File: src/rtl/sdf_fft_pkg.sv
package sdf_fft_pkg;

    typedef enum logic {
        PH_FILL = 1'b0,
        PH_PAIR = 1'b1
    } phase_e;

    function automatic int idx_width(input int depth);
        return (depth > 1) ? $clog2(depth) : 1;
    endfunction

endpackage

File: src/rtl/sdf_fft_delay.sv
module sdf_fft_delay #(
    parameter int DW    = 32,
    parameter int DEPTH = 16
) (
    input  logic          clk,
    input  logic          rst,
    input  logic          en,
    input  logic [DW-1:0] din,
    output logic [DW-1:0] dout
);

    logic [DW-1:0] tap [DEPTH];

    always_ff @(posedge clk) begin
        if (rst) begin
            for (int i = 0; i < DEPTH; i++) tap[i] <= '0;
        end else if (en) begin
            tap[0] <= din;
            for (int i = 1; i < DEPTH; i++) tap[i] <= tap[i-1];
        end
    end

    assign dout = tap[DEPTH-1];

endmodule

File: src/rtl/sdf_fft_ctrl.sv
module sdf_fft_ctrl
    import sdf_fft_pkg::*;
#(
    parameter int DEPTH = 16,
    localparam int CW = $clog2(2 * DEPTH),
    localparam int IW = idx_width(DEPTH)
) (
    input  logic          clk,
    input  logic          rst,
    input  logic          en,
    output phase_e        phase,
    output logic          primed,
    output logic [IW-1:0] tw_idx
);

    logic [CW-1:0] cnt;

    always_ff @(posedge clk) begin
        if (rst) begin
            cnt    <= '0;
            primed <= 1'b0;
        end else if (en) begin
            cnt <= cnt + CW'(1);
            if (phase == PH_PAIR) primed <= 1'b1;
        end
    end

    // upper half of the count range is the pairing half
    assign phase = phase_e'(cnt[CW-1]);

    generate
        if (DEPTH > 1) begin : g_idx
            assign tw_idx = cnt[IW-1:0];
        end else begin : g_idx_one
            assign tw_idx = '0;
        end
    endgenerate

endmodule

File: src/rtl/sdf_fft_sat.sv
module sdf_fft_sat #(
    parameter int IN_W  = 34,
    parameter int OUT_W = 16
) (
    input  logic signed [IN_W-1:0]  din,
    output logic signed [OUT_W-1:0] dout
);

    localparam longint HI_L = (64'sd1 <<< (OUT_W - 1)) - 64'sd1;
    localparam longint LO_L = -HI_L - 64'sd1;
    localparam logic signed [IN_W-1:0] HI = IN_W'(HI_L);
    localparam logic signed [IN_W-1:0] LO = IN_W'(LO_L);

    always_comb begin
        if (din > HI)      dout = HI[OUT_W-1:0];
        else if (din < LO) dout = LO[OUT_W-1:0];
        else               dout = din[OUT_W-1:0];
    end

endmodule

File: src/rtl/sdf_fft_bfly.sv
module sdf_fft_bfly #(
    parameter int W    = 16,
    parameter int TW_W = 16
) (
    input  logic signed [W-1:0]    a_re,
    input  logic signed [W-1:0]    a_im,
    input  logic signed [W-1:0]    b_re,
    input  logic signed [W-1:0]    b_im,
    input  logic signed [TW_W-1:0] w_re,
    input  logic signed [TW_W-1:0] w_im,
    output logic signed [W-1:0]    s_re,
    output logic signed [W-1:0]    s_im,
    output logic signed [W-1:0]    d_re,
    output logic signed [W-1:0]    d_im
);

    localparam int SW    = W + 2;
    localparam int DW    = W + 1;
    localparam int PW    = DW + TW_W + 1;
    localparam int SH    = TW_W - 3;
    localparam int LANES = 4;

    logic signed [SW-1:0] sum_re, sum_im;
    logic signed [DW-1:0] dif_re, dif_im;
    logic signed [PW-1:0] rot_re, rot_im, rsh_re, rsh_im;
    logic signed [PW-1:0] lane_in  [LANES];
    logic signed [W-1:0]  lane_out [LANES];

    always_comb begin
        // doubling moves the binary point one place for the next stage
        sum_re = (SW'(a_re) + SW'(b_re)) <<< 1;
        sum_im = (SW'(a_im) + SW'(b_im)) <<< 1;
        dif_re = DW'(a_re) - DW'(b_re);
        dif_im = DW'(a_im) - DW'(b_im);
        rot_re = (PW'(dif_re) * PW'(w_re)) - (PW'(dif_im) * PW'(w_im));
        rot_im = (PW'(dif_re) * PW'(w_im)) + (PW'(dif_im) * PW'(w_re));
        rsh_re = rot_re >>> SH;
        rsh_im = rot_im >>> SH;
        lane_in[0] = PW'(sum_re);
        lane_in[1] = PW'(sum_im);
        lane_in[2] = rsh_re;
        lane_in[3] = rsh_im;
    end

    for (genvar g = 0; g < LANES; g++) begin : g_sat
        sdf_fft_sat #(.IN_W(PW), .OUT_W(W)) u_sat (
            .din  (lane_in[g]),
            .dout (lane_out[g])
        );
    end

    assign s_re = lane_out[0];
    assign s_im = lane_out[1];
    assign d_re = lane_out[2];
    assign d_im = lane_out[3];

endmodule

File: src/rtl/sdf_fft_stage.sv
module sdf_fft_stage
    import sdf_fft_pkg::*;
#(
    parameter int W        = 16,
    parameter int TW_W     = 16,
    parameter int DEPTH    = 16,
    parameter bit ZERO_PAD = 1'b0,
    localparam int IW = idx_width(DEPTH)
) (
    input  logic                   clk,
    input  logic                   rst,
    input  logic                   in_valid,
    input  logic signed [W-1:0]    in_re,
    input  logic signed [W-1:0]    in_im,
    output logic [IW-1:0]          tw_idx,
    input  logic signed [TW_W-1:0] tw_re,
    input  logic signed [TW_W-1:0] tw_im,
    output logic                   out_valid,
    output logic signed [W-1:0]    out_re,
    output logic signed [W-1:0]    out_im
);

    phase_e phase;
    logic   primed;
    logic [2*W-1:0] head, fifo_din;
    logic signed [W-1:0] head_re, head_im, b_re, b_im;
    logic signed [W-1:0] s_re, s_im, d_re, d_im, nx_re, nx_im;

    sdf_fft_ctrl #(.DEPTH(DEPTH)) u_ctrl (
        .clk    (clk),
        .rst    (rst),
        .en     (in_valid),
        .phase  (phase),
        .primed (primed),
        .tw_idx (tw_idx)
    );

    sdf_fft_delay #(.DW(2 * W), .DEPTH(DEPTH)) u_delay (
        .clk  (clk),
        .rst  (rst),
        .en   (in_valid),
        .din  (fifo_din),
        .dout (head)
    );

    assign head_re = head[2*W-1:W];
    assign head_im = head[W-1:0];

    generate
        if (ZERO_PAD) begin : g_pad
            assign b_re = '0;
            assign b_im = '0;
        end else begin : g_full
            assign b_re = in_re;
            assign b_im = in_im;
        end
    endgenerate

    sdf_fft_bfly #(.W(W), .TW_W(TW_W)) u_bfly (
        .a_re (head_re),
        .a_im (head_im),
        .b_re (b_re),
        .b_im (b_im),
        .w_re (tw_re),
        .w_im (tw_im),
        .s_re (s_re),
        .s_im (s_im),
        .d_re (d_re),
        .d_im (d_im)
    );

    // routing network
    always_comb begin
        if (phase == PH_PAIR) begin
            fifo_din = {d_re, d_im};
            nx_re    = s_re;
            nx_im    = s_im;
        end else begin
            fifo_din = {in_re, in_im};
            nx_re    = head_re;
            nx_im    = head_im;
        end
    end

    always_ff @(posedge clk) begin
        if (rst) begin
            out_valid <= 1'b0;
            out_re    <= '0;
            out_im    <= '0;
        end else begin
            out_valid <= in_valid && (primed || phase == PH_PAIR);
            if (in_valid) begin
                out_re <= nx_re;
                out_im <= nx_im;
            end
        end
    end

endmodule

File: config.mk
export PLATFORM = sky130hd
export DESIGN_NAME = sdf_fft_stage
export DESIGN_NICKNAME = d
export VERILOG_FILES = /design/src/rtl/sdf_fft_pkg.sv /design/src/rtl/sdf_fft_delay.sv /design/src/rtl/sdf_fft_ctrl.sv /design/src/rtl/sdf_fft_sat.sv /design/src/rtl/sdf_fft_bfly.sv /design/src/rtl/sdf_fft_stage.sv
export SDC_FILE = /design/constraint.sdc
export NUM_CORES = 2
export LEC_CHECK = 0
export BUFFER_PORTS_ARGS = -buffer_cell sky130_fd_sc_hd__buf_2
export CAP_MARGIN = 20
export CORE_AREA = 10 10 465 240
export CTS_CLUSTER_DIAMETER = 150
export DETAILED_ROUTE_END_ITERATION = 10
export DIE_AREA = 0 0 475 250
export PLACE_DENSITY = 0.83
export SLEW_MARGIN = 20
export SYNTH_ARGS = -nofsm -noshare
export SYNTH_HDL_FRONTEND = slang
export SYNTH_SLANG_ARGS = --single-unit
File: constraint.sdc
create_clock -name clk -period 21.3 [get_ports clk]
set_input_delay 4.26 -clock clk [delete_from_list [all_inputs] [get_ports clk]]
set_output_delay 4.26 -clock clk [all_outputs]
set_load 0.02 [all_outputs]
==> run summary <==
Max_slew headroom -> 17.5%
Initial core utilization -> 65.5%
Vias in the first global route -> 48,687
Final Skew -> 46.5 ps
Worst-Margin Slew -> 1240 ps
Syn. warnings -> 0
Final Worst Setup Slack -> 4740 ps
Post-synth EDFFs -> 512
CTS Hold Bufs -> 0
# nets final -> 8,215
Antenna violations before repair -> 17
Number of CTS-inserted buffers -> 38
Most frequent CP cell -> fa_1
Area of the multi-input gates -> 0.0451 mm^2
Max Fanout on Critical Path -> 44
WP data arrival -> 16,860 ps
First-pass GRT wire length -> 284,000 um
Gr usage total -> 30.9%
Post-synth top flop -> edfxtp_1
Worst-path clk slew -> 90 ps
Final Setup Violations -> 0
Via/cell ratio -> 5.85
Max-Cap Viols -> 0
Clock Sinks -> 551
Max Fclk -> 60.4 MHz
Largest net degree at the start of global routing -> 132
Mapped Nets -> 8,358
Layout cell share with drive strength beyond 1 -> 4.69%
Post-synthesis xor/xnor area fraction -> 2.05%
Final hold vios -> 0
Unrepaired setup endpoints after global routing -> no
Post-detail-place hpwl -> 132,000 um
Via count -> 46,519
Final Max Slew Viols -> 0
Mapped cell area -> 0.0680 mm^2
Core box area -> 0.104 mm^2
Worst setup SP type -> input port
Routed Antenna Nets -> 0
Worst hold path type -> reg -> reg
Initial DRT Pass Iterations -> 6
Iteration-0 DRC Markers -> 5,485
DIE WIDTH -> 475 um
Post-Synth Adder-Cell Area -> 42.9%
Clk root buf -> clkbuf_16
FFs w/ async S/R, synth -> 0%
Synth cell types -> 80
CP Capture Type -> register
Seq cells post-synth -> 551
Drt total wl -> 180,000 um
Final setup TNS -> 0 ps
RD Place Congestion -> 0.983
Area growth, synth to finish -> 4.31%
FF/Latch Area -> 0.0162 mm^2
Buffers on Ports -> 103
CTS tree -> done
Die area -> 0.119 mm^2
Max clock buf depth -> 3
Final min period -> 16,560 ps
Post-CTS Setup Repair Bufs -> 0
Die height -> 250 um
Complex-gate fraction of the synthesized area -> 5.38%
Mux cell area share after synthesis -> 0.0902%
# fillers -> 7,621
Outcome -> completed
Main combinational cell family by area after synthesis -> adder cells
Critical path class -> in -> reg
Syn_area_per_cell -> 10.2 um^2
Worst EP required -> 21,590 ps
Top-level I/O count -> 104
FP Rows -> 84
GR Overflow Total -> 0
Crit-path max cell delay -> 790 ps
Finished Core Util -> 68.3%
Final worst path period share -> 77.8%
Post-cts repair resize count -> 0
Post-Place Setup Slack -> 4710 ps
H-tree depth -> 2
Part of the Yosys area used for sequential elements -> 23.8%
Crit-path slowest cell -> fa_1
Simple-gate portion of the synthesized area -> 15.6%
Post-Synthesis Cells -> 6,682
WL per Instance -> 22.6 um
Drt drc -> 0
Clock Latency Late Sink -> 590 ps
## flip-flops by register name, summed over array words and instances (netlist names)
register / cells
u_ctrl.primed: 1
u_ctrl.cnt: 5
out_re: 16
out_im: 16
u_delay.tap: 512
out_valid: 1
## cells in the mapped netlist (6+ instances only)
library cell	n	area [um^2]
a211oi_1	26	195
xnor2_1	106	928
and2_1	687	4300
o211ai_1	44	330
and3_1	35	219
nor2_1	146	548
nand2_1	578	2170
nor3b_1	7	52.6
o21ai_1	14	70.1
nor2b_1	324	2030
o311ai_0	25	219
a221oi_1	23	201
a21oi_1	109	546
fa_1	1199	24000
nand2b_1	58	363
xor2_1	49	429
buf_1	12	45.0
a31oi_1	13	81.3
nor4_1	12	75.1
o21a_1	12	90.1
or2_2	7	43.8
edfxtp_1	512	15400
or3_1	9	56.3
a21o_1	40	300
nor3_1	16	80.1
ha_1	410	5130
o21ai_0	77	385
a311oi_1	22	193
buf_2	6	30.0
a21boi_0	30	225
nand4_1	13	81.3
clkbuf_1	350	1310
a211o_1	6	52.6
inv_1	1472	5530
a221oi_2	9	135
nand3b_1	16	120
o21bai_1	11	82.6
o22ai_1	19	119
nand3_1	63	315
dfxtp_1	39	781
## final timing paths
check	startpoint	slack, ps	depth (start not counted)	end
worst min-delay path	out_im[0]$_SDFFE_PP0P_	480	2	out_im[0]$_SDFFE_PP0P_
worst max register to register	u_delay.tap[1][240]$_SDFFCE_PP0P_	8010	38	u_delay.tap[0][4]$_SDFFCE_PN0P_
worst max-delay path	in_re[0]	4740	38	u_delay.tap[0][4]$_SDFFCE_PN0P_
worst min register to register	out_im[0]$_SDFFE_PP0P_	480	2	out_im[0]$_SDFFE_PP0P_
## stage by stage
step	hold WS (ps)	cells	cell area (um^2)
final	479	7953	70900
after global routing	499	7945	70900
after CTS	480	7944	70900
after detailed placement	455	7875	69700
after global placement	436	7875	69700
after floorplan	427	6682	68000
## layout by cell type (no fill, tap or decap), drive strengths merged, types with 9 or more instances in the layout
master | synthesis | routed
inv | 1473 | 1473
fa | 1199 | 1199
and2 | 688 | 688
nand2 | 578 | 578
edfxtp | 512 | 512
ha | 410 | 410
nor2b | 324 | 324
buf | 20 | 187
nor2 | 146 | 146
a21oi | 112 | 112
xnor2 | 107 | 107
o21ai | 92 | 92
nand3 | 63 | 63
nand2b | 58 | 58
clkbuf | 350 | 53
xor2 | 49 | 49
o211ai | 44 | 44
a21o | 40 | 40
dfxtp | 39 | 39
and3 | 35 | 35
a21boi | 32 | 32
a221oi | 32 | 32
a211oi | 27 | 27
o311ai | 26 | 26
a311oi | 23 | 23
o22ai | 19 | 19
nor3 | 19 | 19
nand3b | 16 | 16
clkinv | 1 | 14
nand4 | 13 | 13
a31oi | 13 | 13
o21a | 12 | 12
nor4 | 12 | 12
o21bai | 11 | 11
diode | 0 | 9
or3 | 9 | 9
## cell families (layout without fill, tap and decap cells)
group,after synthesis,count (layout)
AOI/OAI and AO/OA,525,525
xor gates and xnor gates,157,157
adders and majority gates,1609,1609
buffers and inverters,1844,1730
DFF,551,551
muxes,6,6
other,0,9
and+or+nand+nor,1990,1990
## metal layers
metal  part of all wire [%]  track usage [%]  vias up
li1                       -                -    20030
met1                     42             45.8    23343
met2                     40             41.2     2823
met3                     16             14.3      307
met4                    2.3             6.21       16
met5                   0.13            0.870        -
## worst max-delay path, delay by kind of cell
kind                     cells  cell delay (ps)
AND/OR/NAND/NOR              4             1060
adder cells (fa/ha/maj)     11             5580
buffers and inverters        8             1250
AO/OA/AOI/OAI               15             4680
## area by class of cell
class                   instances  area share, %
clock inverters                16          0.192
well taps                    1376           2.43
flip-flops and latches        551           22.8
inverters                    1474           7.80
repair buffers                187           1.63
clock buffers                  53           1.52
diodes                          9         0.0318
multi-input cells            4287           63.6
Power is not shown: default switching activity piles up to over one toggle a cycle in this logic, so the estimate is an artifact.
